File: src/rtl/pcicfg_pkg.sv
package pcicfg_pkg;
  localparam int BUS_W = 8;
  localparam int DEV_W = 5;
  localparam int FN_W  = 3;
  localparam int REG_W = 6;
  localparam int DW    = 32;
  localparam logic [DW-1:0] ADDR_KEEP = 32'h80FF_FFFC;
  localparam logic [DW-1:0] ALL_ONES  = '1;

  typedef struct packed {
    logic             en;
    logic [BUS_W-1:0] bus;
    logic [DEV_W-1:0] dev;
    logic [FN_W-1:0]  fn;
    logic [REG_W-1:0] dw;
  } cfg_loc_t;

  typedef enum logic [1:0] {ST_IDLE, ST_WAIT, ST_RESP} st_t;
  typedef enum logic [1:0] {K_ADDR, K_DATA, K_OTHER} kind_t;

  function automatic cfg_loc_t unpack_addr(input logic [DW-1:0] a);
    cfg_loc_t l;
    l.en  = a[31];
    l.bus = a[23:16];
    l.dev = a[15:11];
    l.fn  = a[10:8];
    l.dw  = a[7:2];
    return l;
  endfunction
endpackage

File: src/rtl/pcicfg_addr_reg.sv
module pcicfg_addr_reg
  import pcicfg_pkg::*;
#(
  parameter logic [DW-1:0] KEEP = ADDR_KEEP
) (
  input  logic          clk,
  input  logic          rst_n,
  input  logic          wr_en,
  input  logic [DW-1:0] wdata,
  output logic [DW-1:0] q,
  output cfg_loc_t      loc
);
  always_ff @(posedge clk) begin
    if (!rst_n)     q <= '0;
    else if (wr_en) q <= wdata & KEEP;
  end

  assign loc = unpack_addr(q);
endmodule

File: src/rtl/pcicfg_port_dec.sv
module pcicfg_port_dec
  import pcicfg_pkg::*;
#(
  parameter int              PORT_W    = 16,
  parameter logic [PORT_W-1:0] ADDR_PORT = 16'hCF8,
  parameter logic [PORT_W-1:0] DATA_PORT = 16'hCFC
) (
  input  logic [PORT_W-1:0] port,
  output kind_t             kind
);
  always_comb begin
    if (port == ADDR_PORT)      kind = K_ADDR;
    else if (port == DATA_PORT) kind = K_DATA;
    else                        kind = K_OTHER;
  end
endmodule

File: src/rtl/pcicfg_ctrl.sv
module pcicfg_ctrl
  import pcicfg_pkg::*;
(
  input  logic          clk,
  input  logic          rst_n,
  input  logic          req_valid,
  input  kind_t         req_kind,
  input  logic          req_write,
  input  logic          req_full,
  input  logic [DW-1:0] req_wdata,
  input  logic [DW-1:0] addr_q,
  input  logic          loc_en,
  input  logic          tgt_hit,
  input  logic          tgt_rvalid,
  input  logic [DW-1:0] tgt_rdata,
  input  logic          rsp_ready,
  output logic          req_ready,
  output logic          addr_wr,
  output logic          rsp_valid,
  output logic [DW-1:0] rsp_rdata,
  output logic          tgt_req,
  output logic          tgt_we,
  output logic [DW-1:0] tgt_wdata
);
  st_t  st_q;
  logic accept;
  logic claim;

  assign req_ready = (st_q == ST_IDLE);
  assign accept    = req_valid & req_ready;
  assign claim     = loc_en & tgt_hit;
  assign addr_wr   = accept && (req_kind == K_ADDR) && req_write && req_full;
  assign rsp_valid = (st_q == ST_RESP);

  always_ff @(posedge clk) begin
    if (!rst_n) begin
      st_q      <= ST_IDLE;
      rsp_rdata <= '0;
      tgt_req   <= 1'b0;
      tgt_we    <= 1'b0;
      tgt_wdata <= '0;
    end else begin
      tgt_req <= 1'b0;
      unique case (st_q)
        ST_IDLE: if (accept) begin
          if (req_kind == K_ADDR) begin
            rsp_rdata <= req_write ? '0 : addr_q;
            st_q      <= ST_RESP;
          end else if (req_kind == K_DATA && claim) begin
            tgt_req   <= 1'b1;
            tgt_we    <= req_write;
            tgt_wdata <= req_write ? req_wdata : '0;
            rsp_rdata <= '0;
            st_q      <= req_write ? ST_RESP : ST_WAIT;
          end else begin
            rsp_rdata <= req_write ? '0 : ALL_ONES;
            st_q      <= ST_RESP;
          end
        end
        ST_WAIT: if (tgt_rvalid) begin
          rsp_rdata <= tgt_rdata;
          st_q      <= ST_RESP;
        end
        ST_RESP: if (rsp_ready) st_q <= ST_IDLE;
        default: st_q <= ST_IDLE;
      endcase
    end
  end
endmodule

File: src/rtl/pcicfg_bridge.sv
module pcicfg_bridge
  import pcicfg_pkg::*;
#(
  parameter int                PORT_W    = 16,
  parameter logic [PORT_W-1:0] ADDR_PORT = 16'hCF8,
  parameter logic [PORT_W-1:0] DATA_PORT = 16'hCFC
) (
  input  logic              clk,
  input  logic              rst_n,
  input  logic              cpu_req_valid,
  output logic              cpu_req_ready,
  input  logic [PORT_W-1:0] cpu_req_port,
  input  logic              cpu_req_write,
  input  logic [3:0]        cpu_req_be,
  input  logic [31:0]       cpu_req_wdata,
  output logic              cpu_rsp_valid,
  input  logic              cpu_rsp_ready,
  output logic [31:0]       cpu_rsp_rdata,
  output logic              tgt_req,
  output logic              tgt_we,
  output logic [7:0]        tgt_bus,
  output logic [4:0]        tgt_dev,
  output logic [2:0]        tgt_fn,
  output logic [5:0]        tgt_reg,
  output logic [31:0]       tgt_wdata,
  input  logic              tgt_hit,
  input  logic              tgt_rvalid,
  input  logic [31:0]       tgt_rdata
);
  kind_t         kind;
  logic          addr_wr;
  logic [DW-1:0] addr_q;
  cfg_loc_t      loc;

  pcicfg_port_dec #(
    .PORT_W(PORT_W), .ADDR_PORT(ADDR_PORT), .DATA_PORT(DATA_PORT)
  ) u_dec (
    .port(cpu_req_port),
    .kind(kind)
  );

  pcicfg_addr_reg #(.KEEP(ADDR_KEEP)) u_areg (
    .clk  (clk),
    .rst_n(rst_n),
    .wr_en(addr_wr),
    .wdata(cpu_req_wdata),
    .q    (addr_q),
    .loc  (loc)
  );

  pcicfg_ctrl u_ctrl (
    .clk       (clk),
    .rst_n     (rst_n),
    .req_valid (cpu_req_valid),
    .req_kind  (kind),
    .req_write (cpu_req_write),
    .req_full  (cpu_req_be == 4'hF),
    .req_wdata (cpu_req_wdata),
    .addr_q    (addr_q),
    .loc_en    (loc.en),
    .tgt_hit   (tgt_hit),
    .tgt_rvalid(tgt_rvalid),
    .tgt_rdata (tgt_rdata),
    .rsp_ready (cpu_rsp_ready),
    .req_ready (cpu_req_ready),
    .addr_wr   (addr_wr),
    .rsp_valid (cpu_rsp_valid),
    .rsp_rdata (cpu_rsp_rdata),
    .tgt_req   (tgt_req),
    .tgt_we    (tgt_we),
    .tgt_wdata (tgt_wdata)
  );

  assign tgt_bus = loc.bus;
  assign tgt_dev = loc.dev;
  assign tgt_fn  = loc.fn;
  assign tgt_reg = loc.dw;
endmodule

File: config.mk
export PLATFORM = sky130hd
export DESIGN_NAME = pcicfg_bridge
export DESIGN_NICKNAME = d
export VERILOG_FILES = /design/src/rtl/pcicfg_pkg.sv /design/src/rtl/pcicfg_addr_reg.sv /design/src/rtl/pcicfg_port_dec.sv /design/src/rtl/pcicfg_ctrl.sv /design/src/rtl/pcicfg_bridge.sv
export SDC_FILE = /design/constraint.sdc
export NUM_CORES = 1
export LEC_CHECK = 0
export CAP_MARGIN = 10
export CORE_MARGIN = 2
export CORE_UTILIZATION = 46
export CTS_CLUSTER_SIZE = 16
export DETAILED_ROUTE_END_ITERATION = 7
export GPL_ROUTABILITY_DRIVEN = 0
export PLACE_DENSITY = 0.86
export SETUP_SLACK_MARGIN = 0.1
export SLEW_MARGIN = 25
export SYNTH_ARGS = -nofsm -noshare
export SYNTH_HDL_FRONTEND = slang
export SYNTH_HIERARCHICAL = 1
export SYNTH_SLANG_ARGS = --single-unit
File: constraint.sdc
create_clock -name clk -period 6.8 [get_ports clk]
set_clock_uncertainty 0.15 [all_clocks]
set_input_delay 1.02 -clock clk [delete_from_list [all_inputs] [get_ports clk]]
set_output_delay 1.02 -clock clk [all_outputs]
set_load 0.1 [all_outputs]
==> results.cfg <==
[run_status]
status = completed

[clock_network]
cts_tree = yes
cts_resized = 0
cts_sinks = 91
clockRootBuffer = clkbuf_8
clockBufferDepth = 2
clock_latency_ns = 0.35
post_cts_buffers = 0
htreeDepth = 3
clk_pin_slew_ns = 0.08
postCtsHoldBufs = 0
cts_buffers = 9

[synthesis]
synth-seq-cells = 91
yosys.cell_types.count = 41
yosys_warnings = 6
async_flop_share_pct = 0
ys.flop_type = dfxtp_1
synthTopCellsByArea = dfxtp_1, nand2_1, mux2i_1, o21ai_0, a211oi_1
synth_edf_count = 0
synth_cells = 471
netlist_area_um2 = 4190
synth_top_area_cell = dfxtp_1
syn_area_per_cell_um2 = 8.89
synth_top_area_share_pct = 43.5
ys_seq_area_share_pct = 43.5

[layout]
fillers = 692
syn_to_final_growth_pct = 43.1
nNetsFinal = 698
drive_gt1_share_pct = 5.56
regArea_um2 = 1820
multi_input_area_um2 = 1910
antennaDiodeCount = 0
finish.instance_area_um2 = 5990

[run]
drv_cap = 0

[global_route]
grt_first_pass_wirelength_um = 18800
global_route.overflow_total = 0
first_global_vias = 3794
antenna_found_initial = 0
grt_max_degree = 62
grt_usage_pct = 23.3

[timing]
setup_viol = 0
worstMarginPinSlew_ns = 1.02
setup_ws_ns = 2.98
relSlewSlack_pct = 32.0
rsz0062_at_grt = no
fmax_ghz = 0.262
hold_violations = 0
finalCritPeriodShare_pct = 56.2
setup-tns-final_ns = 0
min_period_ns = 3.82
final_max_slew_viol_count = 0

[setup_path]
worstPathRequired_ns = 6.87
crit_arrival_ns = 3.89
rrSetupSlack_ns = 4.76
cp-startpoint = cpu_req_port[0]
r2r_start = u_ctrl/st_q[0]
cp_max_fo = 33
rr_worst_depth = 4
start_kind = input pin
worstReg2RegEnd = u_ctrl/rsp_rdata[5]
crit_type = input pin to register
cp-end-kind = register

[pwr]
power.density_nw_per_um2 = 204
irDropWorstVdd_mv = 0.127
p_leak_uw = 0.00200
total_power_uw = 1220

[floorplan]
ios = 181
die_area_um2 = 9880
rows = 34
start_util_pct = 47.8
core_um2 = 8760
die_width_um = 99.4
die_height_um = 99.4

[drt]
drt-vias-per-instance = 5.35
first_iter_violations = 160
wirelength_um = 11800
ant_nets = 0
vias = 3854
routedWlPerCell_um = 16.4
remaining_drc_errors = 0
firstDrtPassIters = 4

[hold_path]
min_from = u_ctrl/tgt_wdata[27]
hold_end = u_ctrl/tgt_wdata[27]
hold_class = register to register
holdPathStages = 2

[placed_design]
dpl_cell_area_um2 = 5730
numPortBuffers = 180
dp_hpwl_um = 8450
dp_slack_ns = 2.61
## power breakdown
group	internal [uW]	leakage, uW	switching (uW)	total, uW
Clock	255	0.000117	184	439
Sequential	546	0.000738	8.42	554
Combinational	84.2	0.00114	144	228
Total	885	0.00200	336	1220
## layout make-up
type / instances / area share, %
Multi-Input combinational cell: 314 / 31.9
Timing Repair Buffer: 189 / 31.3
Sequential cell: 91 / 30.4
Clock buffer: 12 / 2.42
Tap cell: 108 / 2.26
Clock inverter: 4 / 1.63
Inverter: 2 / 0.125
## cell families (layout without fill, tap and decap cells)
kind of cell	after synthesis	after routing	synth area share, %
multiplexers	24	24	5.74
other	1	9	0.0896
buffers and inverters	74	207	12.0
AO/OA/AOI/OAI	134	134	20.3
AND/OR/NAND/NOR	147	147	18.3
flip-flops	91	91	43.5
## critical path, stage by stage
cell,delay (ns)
clkdlybuf4s50_1,0.42
or4b_1,0.52
or4_1,0.69
nand4b_4,0.27
or4b_4,0.74
nand2_1,0.13
a21boi_0,0.09
## layout by cell type (no fill, tap or decap), types with 2 or more instances in the layout
cell type and count:
clkbuf_8 10, nor2b_1 24, clkbuf_1 2, mux2i_1 24, o21ai_0 48, a21boi_0 4, buf_4 8, nand3_1 32
clkdlybuf4s50_1 180, inv_1 2, a21boi_1 30, bufinv_16 3, a211oi_1 32, conb_1 9, dfxtp_1 91, nor2_1 3
nand2_1 69, o21ai_1 16
## synth_stat cells, types with 2 or more instances
library cell and n:
a21boi_1 30, a21boi_0 4, a211oi_1 32, nand3_1 32
nor4_1 2, buf_6 5, mux2i_1 24, dfxtp_1 91
buf_12 2, o21ai_1 16, nor2_1 4, nor2b_1 24
buf_8 3, nand2_1 69, clkbuf_1 28, buf_4 32
inv_1 2, o21ai_0 48
## metal layers
metal / up-vias / global-route usage, % / part of all wire, %
met1: 1802 / 30.5 / 43
met4: 0 / 8.85 / 2.6
li1: 1872 / - / -
met2: 157 / 38.1 / 47
met3: 23 / 4.64 / 7.0
met5: - / 0 / 0
## metrics by stage
| step | hold WS [ns] | std cells | util (%) |
|---|---|---|---|
| after global routing | 0.330 | 720 | 68.3 |
| after global placement | 0.284 | 703 | 65.4 |
| after detailed placement | 0.290 | 703 | 65.4 |
| final | 0.303 | 720 | 68.3 |
| after CTS | 0.301 | 719 | 68.2 |
| after floorplan | 0.400 | 479 | - |
## flip-flops by register name (all words and copies together), names as in the netlist
signal / count
u_ctrl/rsp_rdata: 32
u_ctrl/tgt_wdata: 32
u_areg/q: 23
u_ctrl/st_q: 2
u_ctrl/tgt_req: 1
u_ctrl/tgt_we: 1
## worst max-delay path by stage
stage                           endpoint  slack (ns)
floorplan            u_ctrl/tgt_wdata[0]        3.16
global placement           u_ctrl/tgt_we        2.70
detailed placement  u_ctrl/tgt_wdata[25]        2.61
CTS                  u_ctrl/rsp_rdata[8]        2.96
global route        u_ctrl/tgt_wdata[28]        2.92
finish              u_ctrl/tgt_wdata[25]        2.98
No activity file was read; power rests on OpenSTA's default activity.
